File: src/rtl/stb_pkg.sv
package stb_pkg;
  // Which latch of a pair drives the shared line
  typedef enum logic {
    PICK_LO = 1'b0,
    PICK_HI = 1'b1
  } pick_e;
endpackage

File: src/rtl/stb_pair_arb.sv
module stb_pair_arb
  import stb_pkg::*;
(
  input  logic [1:0] occ_i,
  input  logic       ind_i,
  input  pick_e      wsel_i,
  output logic       any_o,
  output pick_e      bsel_o
);
  always_comb begin
    any_o = |occ_i;
    if (ind_i) begin
      bsel_o = wsel_i;          // held tag goes first
    end else if (occ_i[0]) begin
      bsel_o = PICK_LO;         // simultaneous fresh tags: lower unit first
    end else begin
      bsel_o = PICK_HI;
    end
  end
endmodule

File: src/rtl/stb_tag_slot.sv
module stb_tag_slot #(
  parameter int TAG_W = 7
) (
  input  logic             clk,
  input  logic             rst_n,
  input  logic             flush_i,
  input  logic             ld_i,
  input  logic             drain_i,
  input  logic [TAG_W-1:0] tag_i,
  output logic             occ_o,
  output logic [TAG_W-1:0] tag_o
);
  logic             occ_q, occ_d;
  logic [TAG_W-1:0] tag_q, tag_d;

  always_comb begin
    if (flush_i) begin
      occ_d = 1'b0;
    end else if (ld_i) begin
      occ_d = 1'b1;
    end else begin
      occ_d = occ_q & ~drain_i;
    end
    tag_d = tag_i;
  end

  always_ff @(posedge clk or negedge rst_n) begin
    if (!rst_n) begin
      occ_q <= 1'b0;
      tag_q <= '0;
    end else begin
      occ_q <= occ_d;
      if (ld_i) begin
        tag_q <= tag_d;
      end
    end
  end

  assign occ_o = occ_q;
  assign tag_o = tag_q;

  AST_SLOT_UNLOADED_STABLE: assert property (@(posedge clk) disable iff (!rst_n)
    !ld_i |=> $stable(tag_q)) else $error("slot tag changed without load");
endmodule

File: src/rtl/stb_pair_lane.sv
module stb_pair_lane
  import stb_pkg::*;
#(
  parameter int TAG_W = 7
) (
  input  logic               clk,
  input  logic               rst_n,
  input  logic               flush_i,
  input  logic [1:0]         iss_vld_i,
  input  logic [1:0]         iss_prod_i,
  input  logic [2*TAG_W-1:0] iss_tag_i,
  output logic               line_vld_o,
  output logic [TAG_W-1:0]   line_tag_o,
  output logic               wait_ind_o
);
  logic [1:0]       occ;
  logic [1:0]       drain;
  logic [1:0]       ld;
  logic [TAG_W-1:0] slot_tag [2];
  logic             any;
  pick_e            bsel;
  pick_e            wsel_q, wsel_d;
  logic             ind_q, ind_d;
  logic             sel_idx, oth_idx;
  logic             hold_now;
  logic [TAG_W-1:0] held_tag;

  stb_pair_arb u_arb (
    .occ_i  (occ),
    .ind_i  (ind_q),
    .wsel_i (wsel_q),
    .any_o  (any),
    .bsel_o (bsel)
  );

  assign sel_idx = bsel;
  assign oth_idx = ~sel_idx;

  for (genvar u = 0; u < 2; u++) begin : g_slot
    localparam logic UID = 1'(u);
    assign drain[u] = any && (sel_idx == UID);
    assign ld[u]    = iss_vld_i[u] & iss_prod_i[u] & (~occ[u] | drain[u]);

    stb_tag_slot #(.TAG_W(TAG_W)) u_slot (
      .clk     (clk),
      .rst_n   (rst_n),
      .flush_i (flush_i),
      .ld_i    (ld[u]),
      .drain_i (drain[u]),
      .tag_i   (iss_tag_i[u*TAG_W +: TAG_W]),
      .occ_o   (occ[u]),
      .tag_o   (slot_tag[u])
    );
  end

  always_comb begin
    hold_now = any && occ[oth_idx] && !flush_i;
    held_tag = slot_tag[oth_idx];
    ind_d    = hold_now;
    wsel_d   = pick_e'(oth_idx);
  end

  always_ff @(posedge clk or negedge rst_n) begin
    if (!rst_n) begin
      ind_q  <= 1'b0;
      wsel_q <= PICK_LO;
    end else begin
      ind_q <= ind_d;
      if (hold_now) begin
        wsel_q <= wsel_d;
      end
    end
  end

  assign line_vld_o = any & ~flush_i;
  assign line_tag_o = slot_tag[sel_idx];
  assign wait_ind_o = ind_q;

  AST_HELD_TAG_NEXT: assert property (@(posedge clk) disable iff (!rst_n)
    hold_now |=> (ind_q && (line_tag_o == $past(held_tag)) && (line_vld_o || flush_i)))
    else $error("held tag not driven next");
  AST_IND_DRIVES_LINE: assert property (@(posedge clk) disable iff (!rst_n)
    (ind_q && !flush_i) |-> line_vld_o) else $error("indicator without line");
  AST_FLUSH_EMPTIES: assert property (@(posedge clk) disable iff (!rst_n)
    flush_i |=> (!ind_q && (occ == 2'b00))) else $error("flush left state");
endmodule

File: src/rtl/shared_tagline_bcast.sv
module shared_tagline_bcast #(
  parameter int ISSUE_W = 6,
  parameter int TAG_W   = 7
) (
  input  logic                             clk,
  input  logic                             rst_n,
  input  logic                             flush_i,
  input  logic [ISSUE_W-1:0]               iss_vld_i,
  input  logic [ISSUE_W-1:0]               iss_prod_i,
  input  logic [ISSUE_W*TAG_W-1:0]         iss_tag_i,
  output logic [ISSUE_W/2-1:0]             line_vld_o,
  output logic [(ISSUE_W/2)*TAG_W-1:0]     line_tag_o,
  output logic [ISSUE_W/2-1:0]             wait_ind_o
);
  localparam int NLINE = ISSUE_W / 2;

  for (genvar p = 0; p < NLINE; p++) begin : g_lane
    stb_pair_lane #(.TAG_W(TAG_W)) u_lane (
      .clk        (clk),
      .rst_n      (rst_n),
      .flush_i    (flush_i),
      .iss_vld_i  (iss_vld_i[2*p +: 2]),
      .iss_prod_i (iss_prod_i[2*p +: 2]),
      .iss_tag_i  (iss_tag_i[2*p*TAG_W +: 2*TAG_W]),
      .line_vld_o (line_vld_o[p]),
      .line_tag_o (line_tag_o[p*TAG_W +: TAG_W]),
      .wait_ind_o (wait_ind_o[p])
    );
  end

  AST_FLUSH_IDLE: assert property (@(posedge clk) disable iff (!rst_n)
    flush_i |-> (line_vld_o == '0)) else $error("line driven in flush");
endmodule

File: config.mk
export PLATFORM = sky130hd
export DESIGN_NAME = shared_tagline_bcast
export DESIGN_NICKNAME = d
export VERILOG_FILES = /design/src/rtl/stb_pkg.sv /design/src/rtl/stb_pair_arb.sv /design/src/rtl/stb_tag_slot.sv /design/src/rtl/stb_pair_lane.sv /design/src/rtl/shared_tagline_bcast.sv
export SDC_FILE = /design/constraint.sdc
export NUM_CORES = 1
export LEC_CHECK = 0
export BUFFER_PORTS_ARGS = -buffer_cell sky130_fd_sc_hd__buf_2
export CORE_UTILIZATION = 50
export DETAILED_ROUTE_END_ITERATION = 10
export PLACE_DENSITY = 0.89
export SYNTH_ARGS = -nofsm -noshare
export SYNTH_HDL_FRONTEND = slang
export SYNTH_SLANG_ARGS = --single-unit
File: constraint.sdc
create_clock -name clk -period 2.5 [get_ports clk]
set_input_delay 0.125 -clock clk [delete_from_list [all_inputs] [get_ports clk]]
set_output_delay 0.125 -clock clk [all_outputs]
set_load 0.01 [all_outputs]
# After elaboration in Yosys (flattened, before gate mapping)
# Cells that the tools add are included.
# Widths: inputs -> output; s select.
[op_classes]
order_cmp = 6
mux = 33
n_bitwise = 46
reduce_logical = 16
[ops]
columns = ["op", "count"]
rows = [
  ["$mux 7", 9],
  ["$mux 1", 24],
  ["$and 1x1->1", 21],
  ["$not 1->1", 16],
  ["$logic_and 1x1->1", 12],
  ["$ge 2x2->1 const B", 3],
  ["$lt 1x2->1 const B", 3],
  ["$not 1->2", 3],
  ["$or 1x1->1", 6],
  ["$reduce_or 2->1", 3],
  ["$logic_not 1->1", 1],
]
[word_totals]
reg_bits = 54
input_bits = 57
output_inout_bits = 27
elab_cells = 119

# Depth between registers and ports, before layout
# Gate-level depths: netlist of run 1.
[depth]
depth_word = 8
ltp_mapped = 5
ltp_nobuf = 4

# Cells and area by module
# A second synthesis of run 1 with hierarchy kept.
[hier_totals]
cells_unflattened = 195
hier_area_um2 = 2740.1
[by_module_without_submodules]
columns = ["mod", "n_inst", "cells_each", "area_per_inst_um2", "seq_area_each_um2"]
rows = [
  ["stb_tag_slot", 6, 19, 331.6, 200.2],
  ["stb_pair_lane", 3, 24, 235.2, 50.0],
  ["stb_pair_arb", 3, 3, 15.0, 0.0],
]

# Worst setup path before layout of run 1
# OpenSTA, ideal clock, no wires.
[synth_path]
path_type = "register to register"
start = "register g_lane[2].u_lane.ind_q"
end = "register g_lane[2].u_lane.g_slot[1].u_slot.tag_q[0]"
setup_time_ns = 0.125
t_arrival_ns = 1.388
required_ns = 2.375
setup_slack_ns = 0.987
path_stages_with_launch = 5
n_path_buf = 1
synth_period_minus_slack_ns = 1.513
cell_sequence = "dfrtp_1 -> mux2i_4 -> a21o_1 -> buf_6 -> mux2_4"
[synth_via]
elab_chain_cells = 4
[synth_lines]
columns = ["item", "line", "rtl"]
rows = [
  ["start: declaration", "stb_pair_lane.sv:23", "logic ind_q, ind_d;"],
  ["start signal: assignment", "stb_pair_lane.sv:68", "ind_q <= ind_d;"],
  ["$mux 1", "stb_pair_arb.sv:12", "if (ind_i) begin"],
  ["$logic_and 1x1->1", "stb_pair_lane.sv:41", "assign drain[u] = any && (sel_idx == UID);"],
  ["$or 1x1->1", "stb_pair_lane.sv:42", "assign ld[u] = iss_vld_i[u] & iss_prod_i[u] & (~occ[u] | drain[u]);"],
  ["$and 1x1->1", "stb_pair_lane.sv:42", ""],
  ["end signal: assignment", "stb_tag_slot.sv:34", "tag_q <= tag_d;"],
  ["end: declaration", "stb_tag_slot.sv:14", "logic [TAG_W-1:0] tag_q, tag_d;"],
]
# No other way between the ends.
# A chain may end at the register's enable or synchronous reset.

# Final worst setup path of run 1
[layout_path]
start = "register g_lane[0].u_lane.ind_q"
end = "output line_tag_o[2]"
[layout_via]
elab_chain_cells = 5
[layout_lines]
columns = ["item", "line", "rtl"]
rows = [
  ["start: declaration", "stb_pair_lane.sv:23", ""],
  ["start signal: assignment", "stb_pair_lane.sv:68", ""],
  ["$mux 1", "stb_pair_arb.sv:12", ""],
  ["$not 1->2 (implied by the code)", "stb_pair_lane.sv:76", "assign line_tag_o = slot_tag[sel_idx];"],
  ["$mux 7 (implied by the code) (3 in a row)", "stb_pair_lane.sv:76", ""],
  ["end: declaration", "shared_tagline_bcast.sv:12", "output logic [(ISSUE_W/2)*TAG_W-1:0] line_tag_o,"],
]
# No other way between the ends. The select of a mux whose other input is x is not followed.

==> impl_metrics.json, run 1 <==
{
  "p_sw_mw": 0.478,
  "hold_viol": 0,
  "power_frac_comb_pct": 20.8,
  "via_per_inst": 5.03,
  "crit_arrival_ns": 1.83,
  "initial_utilization_pct": 52.3,
  "final_cell_count_no_fill": 331,
  "final_max_slew_viol_count": 0,
  "grt_pass1_vias": 1723,
  "fin_area_um2": 3000,
  "yosys-top-cells-count": "57 x mux2_2, 54 x dfrtp_1, 11 x nor2_1, 10 x nand2_1",
  "synth.most_common_cell": "mux2_2",
  "ys.flop_type": "dfrtp_1",
  "drive_gt1_share_pct": 59.1,
  "crit_type": "reg2out",
  "tns_ns": 0,
  "ys_warn_count": 0,
  "syn_to_final_growth_pct": 20.6,
  "yosys_register_bits": 54,
  "ys_top_cells_by_area": "dfrtp_1 54%, mux2_2 26%, mux2_4 4.2%",
  "period_needed_ns": 1.96,
  "async_flop_share_pct": 100,
  "p_sw_share_pct": 25.2,
  "antenna_found_initial": 0,
  "fin_ws_ns": 0.543,
  "final_util_pct": 63.1,
  "post_cts.repair.setup_buffers": 0,
  "pwr-share-seq_pct": 55.9,
  "drc_errors": 0,
  "tritoncts": "done",
  "dr.pass1.iters": 6,
  "relSlewSlack_pct": 55.8,
  "nNetsFinal": 321,
  "wl_mm": 4.66,
  "dpl_worst_slack_ns": 0.733,
  "synth.top_cell.area_share_pct": 54.3,
  "power.density_nw_per_um2": 632,
  "cts_buffers": 5,
  "maxCapViolCount": 0,
  "core_um2": 4750,
  "max_freq_ghz": 0.511,
  "syn-instance-count": 185,
  "portBuffers": 83,
  "clkPwrFrac_pct": 23.3,
  "grt_usage_pct": 19.7,
  "clockRootBuffer": "clkbuf_8",
  "io_pins": 84,
  "max_slew.worst_pin.slew_ns": 0.661,
  "path_clk_slew_ns": 0.09,
  "wire_per_inst_um": 14.1,
  "cts_sinks": 54,
  "clkLatencyLatePin_ns": 0.29,
  "syn-num-nets": 242,
  "clock_path_buffers": 2,
  "antenna_cells": 0,
  "crit_required_ns": 2.38,
  "grt_pass1_wl_mm": 7.89,
  "ant_nets": 0,
  "power_mw": 1.90,
  "final-setup-viol-count": 0,
  "dp.cells": 323,
  "end_kind": "output port",
  "p_leak_nw": 1.42,
  "path_max_fanout": 7,
  "hold_slack_ns": 0.0574,
  "internal_power_mw": 1.42,
  "seq_area_frac_synth_pct": 54.3,
  "yosysUniqueCellTypes": 22,
  "start_kind": "flip-flop",
  "num_rows": 25,
  "gr-total-overflow": 0,
  "synth_edf_count": 0,
  "cts.repair.resized": 0,
  "min_path_type": "in2reg",
  "die_area_um2": 5260,
  "drt-initial-drc-count": 22,
  "ctsHoldBuffers": 1,
  "finClkSkew_ns": 0.00538,
  "dpl_cell_area_um2": 2920,
  "netlist_area_um2": 2490,
  "period_share_pct": 78.3,
  "die_width_um": 72.6,
  "status": "complete, no violations",
  "yosysTopAreaCell": "dfrtp_1",
  "r2r_slack_ns": 0.72,
  "rsz0062_at_grt": "no",
  "place_hpwl_mm": 3.57,
  "cts_max_level": 2,
  "vias": 1665,
  "grt_max_degree": 31,
  "irDropWorstVdd_mv": 0.412,
  "fp.dieH_um": 72.6,
  "gp_congestion": 0.723,
  "syn_area_per_cell_um2": 13.5
}
power groups by stage:
stage | Sequential [mW] | Combinational [mW] | Clock [mW]
final | 1.06 | 0.394 | 0.441
after global routing | 1.08 | 0.430 | 0.509
after CTS | 1.06 | 0.400 | 0.458
after detailed placement | 1.08 | 0.398 | 0
after global placement | 1.07 | 0.386 | 0
after floorplan | 1.05 | 0.262 | 0
cell families (layout without fill, tap and decap cells):
family	after synthesis	count (layout)	synth area share, %
AND/OR/NAND/NOR	34	34	6.39
multiplexers	66	66	31.4
AO/OA/AOI/OAI	17	17	4.57
flip-flops	54	54	54.3
buffers and inverters	14	93	3.37
placed cells by master (no fill, tap or decap), types with 3 or more instances in the layout:
master,synthesis,routed
mux2_4,7,7
nor3b_1,3,3
buf_2,1,83
clkbuf_8,0,5
dfrtp_1,54,54
a21oi_1,7,7
nor2b_1,5,5
nand2_1,10,10
o22a_1,3,3
mux2_2,57,57
nand3_1,4,4
nor2_1,11,11
worst max-delay path, stage by stage (launching register included):
cell and delay [ns]:
dfrtp_1 0.43, nor2b_1 0.23, or2_1 0.35, mux2_2 0.39, buf_2 0.14
sequential cells by signal, summed over array words and instances, names as in the netlist:
| signal | flops |
|---|---|
| g_lane.u_lane.g_slot.u_slot.tag_o | 42 |
| g_lane.u_lane.g_slot.u_slot.occ_o | 6 |
| g_lane.u_lane.wait_ind_o | 3 |
| g_lane.u_lane.wsel_q | 3 |
cell type report:
| type | count | area [um2] |
|---|---|---|
| fill | 420 | 1750 |
| sequential | 54 | 1350 |
| multi-input combinational | 117 | 1050 |
| timing repair buffer | 85 | 433 |
| tap | 67 | 83.8 |
| clock buffer | 7 | 76.3 |
| inverter | 1 | 3.75 |
final timing paths:
kind,start,to,depth (start not counted)
max,g_lane[0].u_lane.wait_ind_o,line_tag_o[2],4
min,iss_tag_i[16],g_lane[1].u_lane.g_slot[0].u_slot.tag_o[2],2
max reg2reg,g_lane[2].u_lane.wait_ind_o,g_lane[2].u_lane.g_slot[1].u_slot.tag_o[4],3
min reg2reg,g_lane[1].u_lane.g_slot[0].u_slot.tag_o[6],g_lane[1].u_lane.g_slot[0].u_slot.tag_o[6],1
max in group asynchronous,rst_n,g_lane[0].u_lane.g_slot[0].u_slot.tag_o[3],3
min in group asynchronous,rst_n,g_lane[0].u_lane.g_slot[1].u_slot.tag_o[4],2
layer usage:
layer / vias to the layer above / share of wire [%] / wire length (um) / track usage [%]
met5: - / 0 / 0 / 0
met4: 0 / 0.49 / 23 / 4.58
met3: 2 / 3.5 / 161 / 4.72
met2: 37 / 52 / 2420 / 33.3
met1: 820 / 44 / 2060 / 25.7
li1: 806 / - / - / -
Power figures use the tool's default switching activity.
==> run 2, diff against run 1 <==
Clock period 2.5 ns to 2 ns, I/O delays scaled along.
==> run 2 against run 1 <==
Against the previous run:
- sequential cell count is the same
- clock skew grew 0.0038 ns
- combinational power grew 28%
- die area is the same
- via count grew 2.2%
- worst hold slack lost 0.036 ns
- sequential share of layout area shrank 1.4 points
- largest cell class unchanged
==> impl_metrics.json, run 2 (synthesized netlist as in run 1, its figures left out) <==
{
  "status": "complete, no violations",
  "path_max_fanout": 7,
  "place_hpwl_mm": 3.73,
  "gp_congestion": 0.753,
  "period_needed_ns": 1.90,
  "drive_gt1_share_pct": 60.7,
  "path_clk_slew_ns": 0.10,
  "via_per_inst": 5.05,
  "grt_pass1_wl_mm": 7.60,
  "final-setup-viol-count": 0,
  "tns_ns": 0,
  "clock_path_buffers": 2,
  "min_path_type": "in2reg",
  "clockRootBuffer": "clkbuf_8",
  "maxCapViolCount": 0,
  "core_um2": 4750,
  "wire_per_inst_um": 14.3,
  "die_width_um": 72.6,
  "grt_usage_pct": 19.1,
  "vias": 1701,
  "drc_errors": 0,
  "num_rows": 25,
  "p_leak_nw": 1.47,
  "max_slew.worst_pin.slew_ns": 0.586,
  "start_kind": "flip-flop",
  "cp_top_family": "simple AND/OR/NAND/NOR gates",
  "largest_reg_flops": 42,
  "gr-total-overflow": 0,
  "relSlewSlack_pct": 60.9,
  "grt_pass1_vias": 1683,
  "clkLatencyLatePin_ns": 0.30,
  "cts_max_level": 2,
  "slowest_delay_ns": 0.42,
  "tritoncts": "done",
  "antenna_cells": 0,
  "io_pins": 84,
  "fin_ws_ns": 0.0983,
  "crit_type": "reg2out",
  "grt_max_degree": 31,
  "rsz0062_at_grt": "no",
  "crit_arrival_ns": 1.80,
  "syn_to_final_growth_pct": 24.4,
  "ant_nets": 0,
  "mostFrequentLayoutCell": "buf_2",
  "cp_num_buf_inv": 1,
  "cts_sinks": 54,
  "period_share_pct": 95.1,
  "irDropWorstVdd_mv": 0.499,
  "die_area_um2": 5260,
  "final_max_slew_viol_count": 0,
  "antenna_found_initial": 0,
  "dpl_worst_slack_ns": 0.360,
  "worstPathCellList": "nor2b_1 > or2_1 > mux2_2 > buf_2",
  "final_cell_mix": "83 x buf_2, 57 x mux2_2, 54 x dfrtp_1",
  "end_kind": "output port",
  "finClkSkew_ns": 0.00922,
  "max_freq_ghz": 0.526,
  "fp.dieH_um": 72.6,
  "power.density_nw_per_um2": 827,
  "drt-initial-drc-count": 88,
  "crit_required_ns": 1.90,
  "crit_path_top_delay_cell": "dfrtp_1",
  "wl_mm": 4.83,
  "hold_viol": 0,
  "portBuffers": 83,
  "nNetsFinal": 326,
  "post_cts.repair.setup_buffers": 0,
  "cts_buffers": 5,
  "initial_utilization_pct": 52.3,
  "dr.pass1.iters": 4
}
==> run 2: cell count changes in the layout (fill, tap and decap cells not counted) <==
cell       previous run  this run
buf_12                0         1
a21oi_4               0         1
a21oi_2               2         1
inv_6                 0         1
bufinv_16             0         1
clkbuf_1              2         0
clkinv_2              0         1
buf_4                 1         5
==> run 2: metrics by stage <==
| stage | instances | cell area, um2 | hold WS [ns] | utilization [%] | total power, mW |
|---|---|---|---|---|---|
| global placement | 328 | 2970 | 0.124 | 62.4 | 1.83 |
| finish | 337 | 3100 | 0.0210 | 65.1 | 2.56 |
| global route | 337 | 3100 | 0.00934 | 65.1 | 2.69 |
| CTS | 337 | 3090 | 0.0198 | 64.9 | 2.58 |
| detailed placement | 328 | 2970 | 0.132 | 62.4 | 1.86 |
| floorplan | 185 | 2490 | -0.196 | - | 1.64 |
==> run 2: what timing repair did <==
action	CTS	global route
setup endpoints to repair	0	1
hold buffers	1	0
gates resized for setup	0	1
endpoints found under the hold margin	24	0
==> run 2: worst paths after layout <==
kind | startpoint | endpoint | slack (ns) | cells after the start
worst max-delay path | g_lane[0].u_lane.wait_ind_o | line_tag_o[4] | 0.1 | 4
worst min register to register | g_lane[0].u_lane.g_slot[1].u_slot.tag_o[0] | g_lane[0].u_lane.g_slot[1].u_slot.tag_o[0] | 0.51 | 1
worst max register to register | g_lane[1].u_lane.wait_ind_o | g_lane[1].u_lane.g_slot[1].u_slot.tag_o[4] | 0.31 | 4
max in group asynchronous | rst_n | g_lane[2].u_lane.g_slot[1].u_slot.tag_o[1] | 1.09 | 3
min in group asynchronous | rst_n | g_lane[0].u_lane.g_slot[1].u_slot.tag_o[4] | 0.34 | 2
worst min-delay path | iss_tag_i[11] | g_lane[0].u_lane.g_slot[1].u_slot.tag_o[4] | 0.02 | 2
==> run 2: layout make-up <==
class	instances	area, um2
fillers	381	1660
flip-flops and latches	54	1350
multi-input cells	117	1060
repair buffers	90	483
well taps	67	83.8
clock buffers	5	68.8
clock inverters	3	43.8
inverters	1	3.75
==> run 2: power breakdown <==
| part | internal [mW] | switching, mW |
|---|---|---|
| clock | 0.375 | 0.350 |
| sequential | 1.24 | 0.0920 |
| combinational | 0.303 | 0.203 |
| total | 1.92 | 0.644 |
==> run 2: per-layer routing <==
layer | share of wire [%] | up-vias | global-route usage [%]
li1 | - | 814 | -
met1 | 43 | 835 | 24.9
met2 | 53 | 46 | 33.1
met3 | 3.2 | 6 | 2.64
met4 | 0.85 | 0 | 5.88
met5 | 0 | - | 0
==> run 2: worst reg2reg max path: cells and delay by family, from the launching register on <==
family	cells	cell delay, ns
mux	1	0.39
flops	1	0.46
simple gates	1	0.25
compound gates	2	0.49
==> run 3, diff against run 2 <==
Settings changed: CAP_MARGIN set to 10, MAX_ROUTING_LAYER set to met4, SKIP_CTS_REPAIR_TIMING set to 1.
==> run 3 against run 2 <==
Against the previous run:
- register-to-register slack is essentially flat
- worst hold slack is essentially flat
- cell count is the same
- worst setup slack lost 0.0010 ns
- sequential share of layout area is the same
- critical path type unchanged
- critical endpoint unchanged
==> impl_metrics.json, run 3 (synthesized netlist as in run 1, its figures left out) <==
{
  "crit_type": "reg2out",
  "r2r_start": "g_lane[1].u_lane.wait_ind_o",
  "r2r_slack_ns": 0.31,
  "num_rows": 25,
  "gr-total-overflow": 0,
  "wire_per_inst_um": 14.4,
  "relSlewSlack_pct": 60.9,
  "fin_ws_ns": 0.0973,
  "cts_sinks": 54,
  "tns_ns": 0,
  "nNetsFinal": 326,
  "crit_required_ns": 1.90,
  "max_freq_ghz": 0.526,
  "drc_errors": 0,
  "path_max_fanout": 7,
  "grt_usage_pct": 19.6,
  "min_path_cells": 2,
  "cp-startpoint": "g_lane[0].u_lane.wait_ind_o",
  "antenna_cells": 0,
  "start_kind": "flip-flop",
  "finClkSkew_ns": 0.00928,
  "mostFrequentLayoutCell": "buf_2",
  "p_leak_nw": 1.47,
  "via_per_inst": 5.04,
  "io_pins": 84,
  "drt-initial-drc-count": 77,
  "final_cell_mix": "83 x buf_2, 57 x mux2_2, 54 x dfrtp_1",
  "largest_reg_flops": 42,
  "r2r-end": "g_lane[1].u_lane.g_slot[1].u_slot.tag_o[4]",
  "wl_mm": 4.84,
  "ant_nets": 0,
  "portBuffers": 83,
  "period_share_pct": 95.1,
  "initial_utilization_pct": 52.3,
  "max_slew.worst_pin.slew_ns": 0.586,
  "path_clk_slew_ns": 0.10,
  "syn_to_final_growth_pct": 24.4,
  "critPathCapture": "line_tag_o[4]",
  "final-setup-viol-count": 0,
  "hold_viol": 0,
  "clock_path_buffers": 2,
  "cts_max_level": 2,
  "antenna_found_initial": 0,
  "die_width_um": 72.6,
  "grt_max_degree": 31,
  "final_max_slew_viol_count": 0,
  "min_path_type": "in2reg",
  "irDropWorstVdd_mv": 0.499,
  "cts_buffers": 5,
  "multi_input_area_um2": 1060,
  "status": "complete, no violations",
  "drive_gt1_share_pct": 60.7,
  "maxCapViolCount": 0,
  "power.density_nw_per_um2": 827,
  "regArea_um2": 1350,
  "clockRootBuffer": "clkbuf_8",
  "dr.pass1.iters": 4,
  "grt_pass1_vias": 1684,
  "dpl_worst_slack_ns": 0.360,
  "rsz0062_at_grt": "no",
  "period_needed_ns": 1.90,
  "clkLatencyLatePin_ns": 0.30,
  "fill_cells": 381,
  "core_um2": 4750,
  "place_hpwl_mm": 3.73,
  "vias": 1700,
  "crit_arrival_ns": 1.80,
  "tritoncts": "done",
  "die_area_um2": 5260,
  "end_kind": "output port",
  "gp_congestion": 0.763,
  "r2r_cells": 4,
  "grt_pass1_wl_mm": 7.60,
  "fp.dieH_um": 72.6
}
[run 3: cell counts in the layout (fill, tap and decap cells not counted)]
Identical to the previous run, type by type.
[run 3: worst max-delay path, stage by stage (launching register included)]
cell	delay (ns)
dfrtp_1	0.42
nor2b_1	0.22
or2_1	0.33
mux2_2	0.39
buf_2	0.14
[run 3: worst min path at each step]
stage                       start  slack, ns                                          to
floorplan                   rst_n      -0.20     g_lane[0].u_lane.g_slot[0].u_slot.occ_o
global placement            rst_n       0.12  g_lane[0].u_lane.g_slot[1].u_slot.tag_o[4]
detailed placement          rst_n       0.13     g_lane[0].u_lane.g_slot[1].u_slot.occ_o
CTS                         rst_n      -0.20  g_lane[0].u_lane.g_slot[1].u_slot.tag_o[4]
global route        iss_tag_i[38]      0.009  g_lane[2].u_lane.g_slot[1].u_slot.tag_o[3]
finish              iss_tag_i[11]       0.02  g_lane[0].u_lane.g_slot[1].u_slot.tag_o[4]
[run 3: power by group]
part / leakage (nW) / internal [mW] / switching, mW
Combinational: 0.760 / 0.303 / 0.203
Clock: 0.0585 / 0.375 / 0.350
Sequential: 0.651 / 1.24 / 0.0919
Total: 1.47 / 1.92 / 0.644
[run 3: stage by stage]
step                      power (mW)  hold WS (ns)  util, %  cells  instance area (um2)
after floorplan                 1.64        -0.196        -    185                 2490
after global placement          1.83         0.124     62.4    328                 2970
after detailed placement        1.86         0.132     62.4    328                 2970
after CTS                       2.58        -0.199     64.7    336                 3080
after global routing            2.69       0.00934     65.1    337                 3100
final                           2.56        0.0210     65.1    337                 3100
[run 3: metal layers]
| metal | vias up | track usage [%] | wire length, um |
|---|---|---|---|
| li1 | 814 | - | - |
| met1 | 834 | 24.7 | 2090 |
| met4 | 0 | 5.88 | 41 |
| met5 | - | - | 0 |
| met3 | 6 | 2.64 | 156 |
| met2 | 46 | 33.2 | 2550 |
[run 3: layout make-up]
type | instances | area share, %
Sequential cell | 54 | 43.7
Multi-Input combinational cell | 117 | 34.3
Timing Repair Buffer | 90 | 15.6
Tap cell | 67 | 2.71
Clock buffer | 5 | 2.22
Clock inverter | 3 | 1.41
Inverter | 1 | 0.121
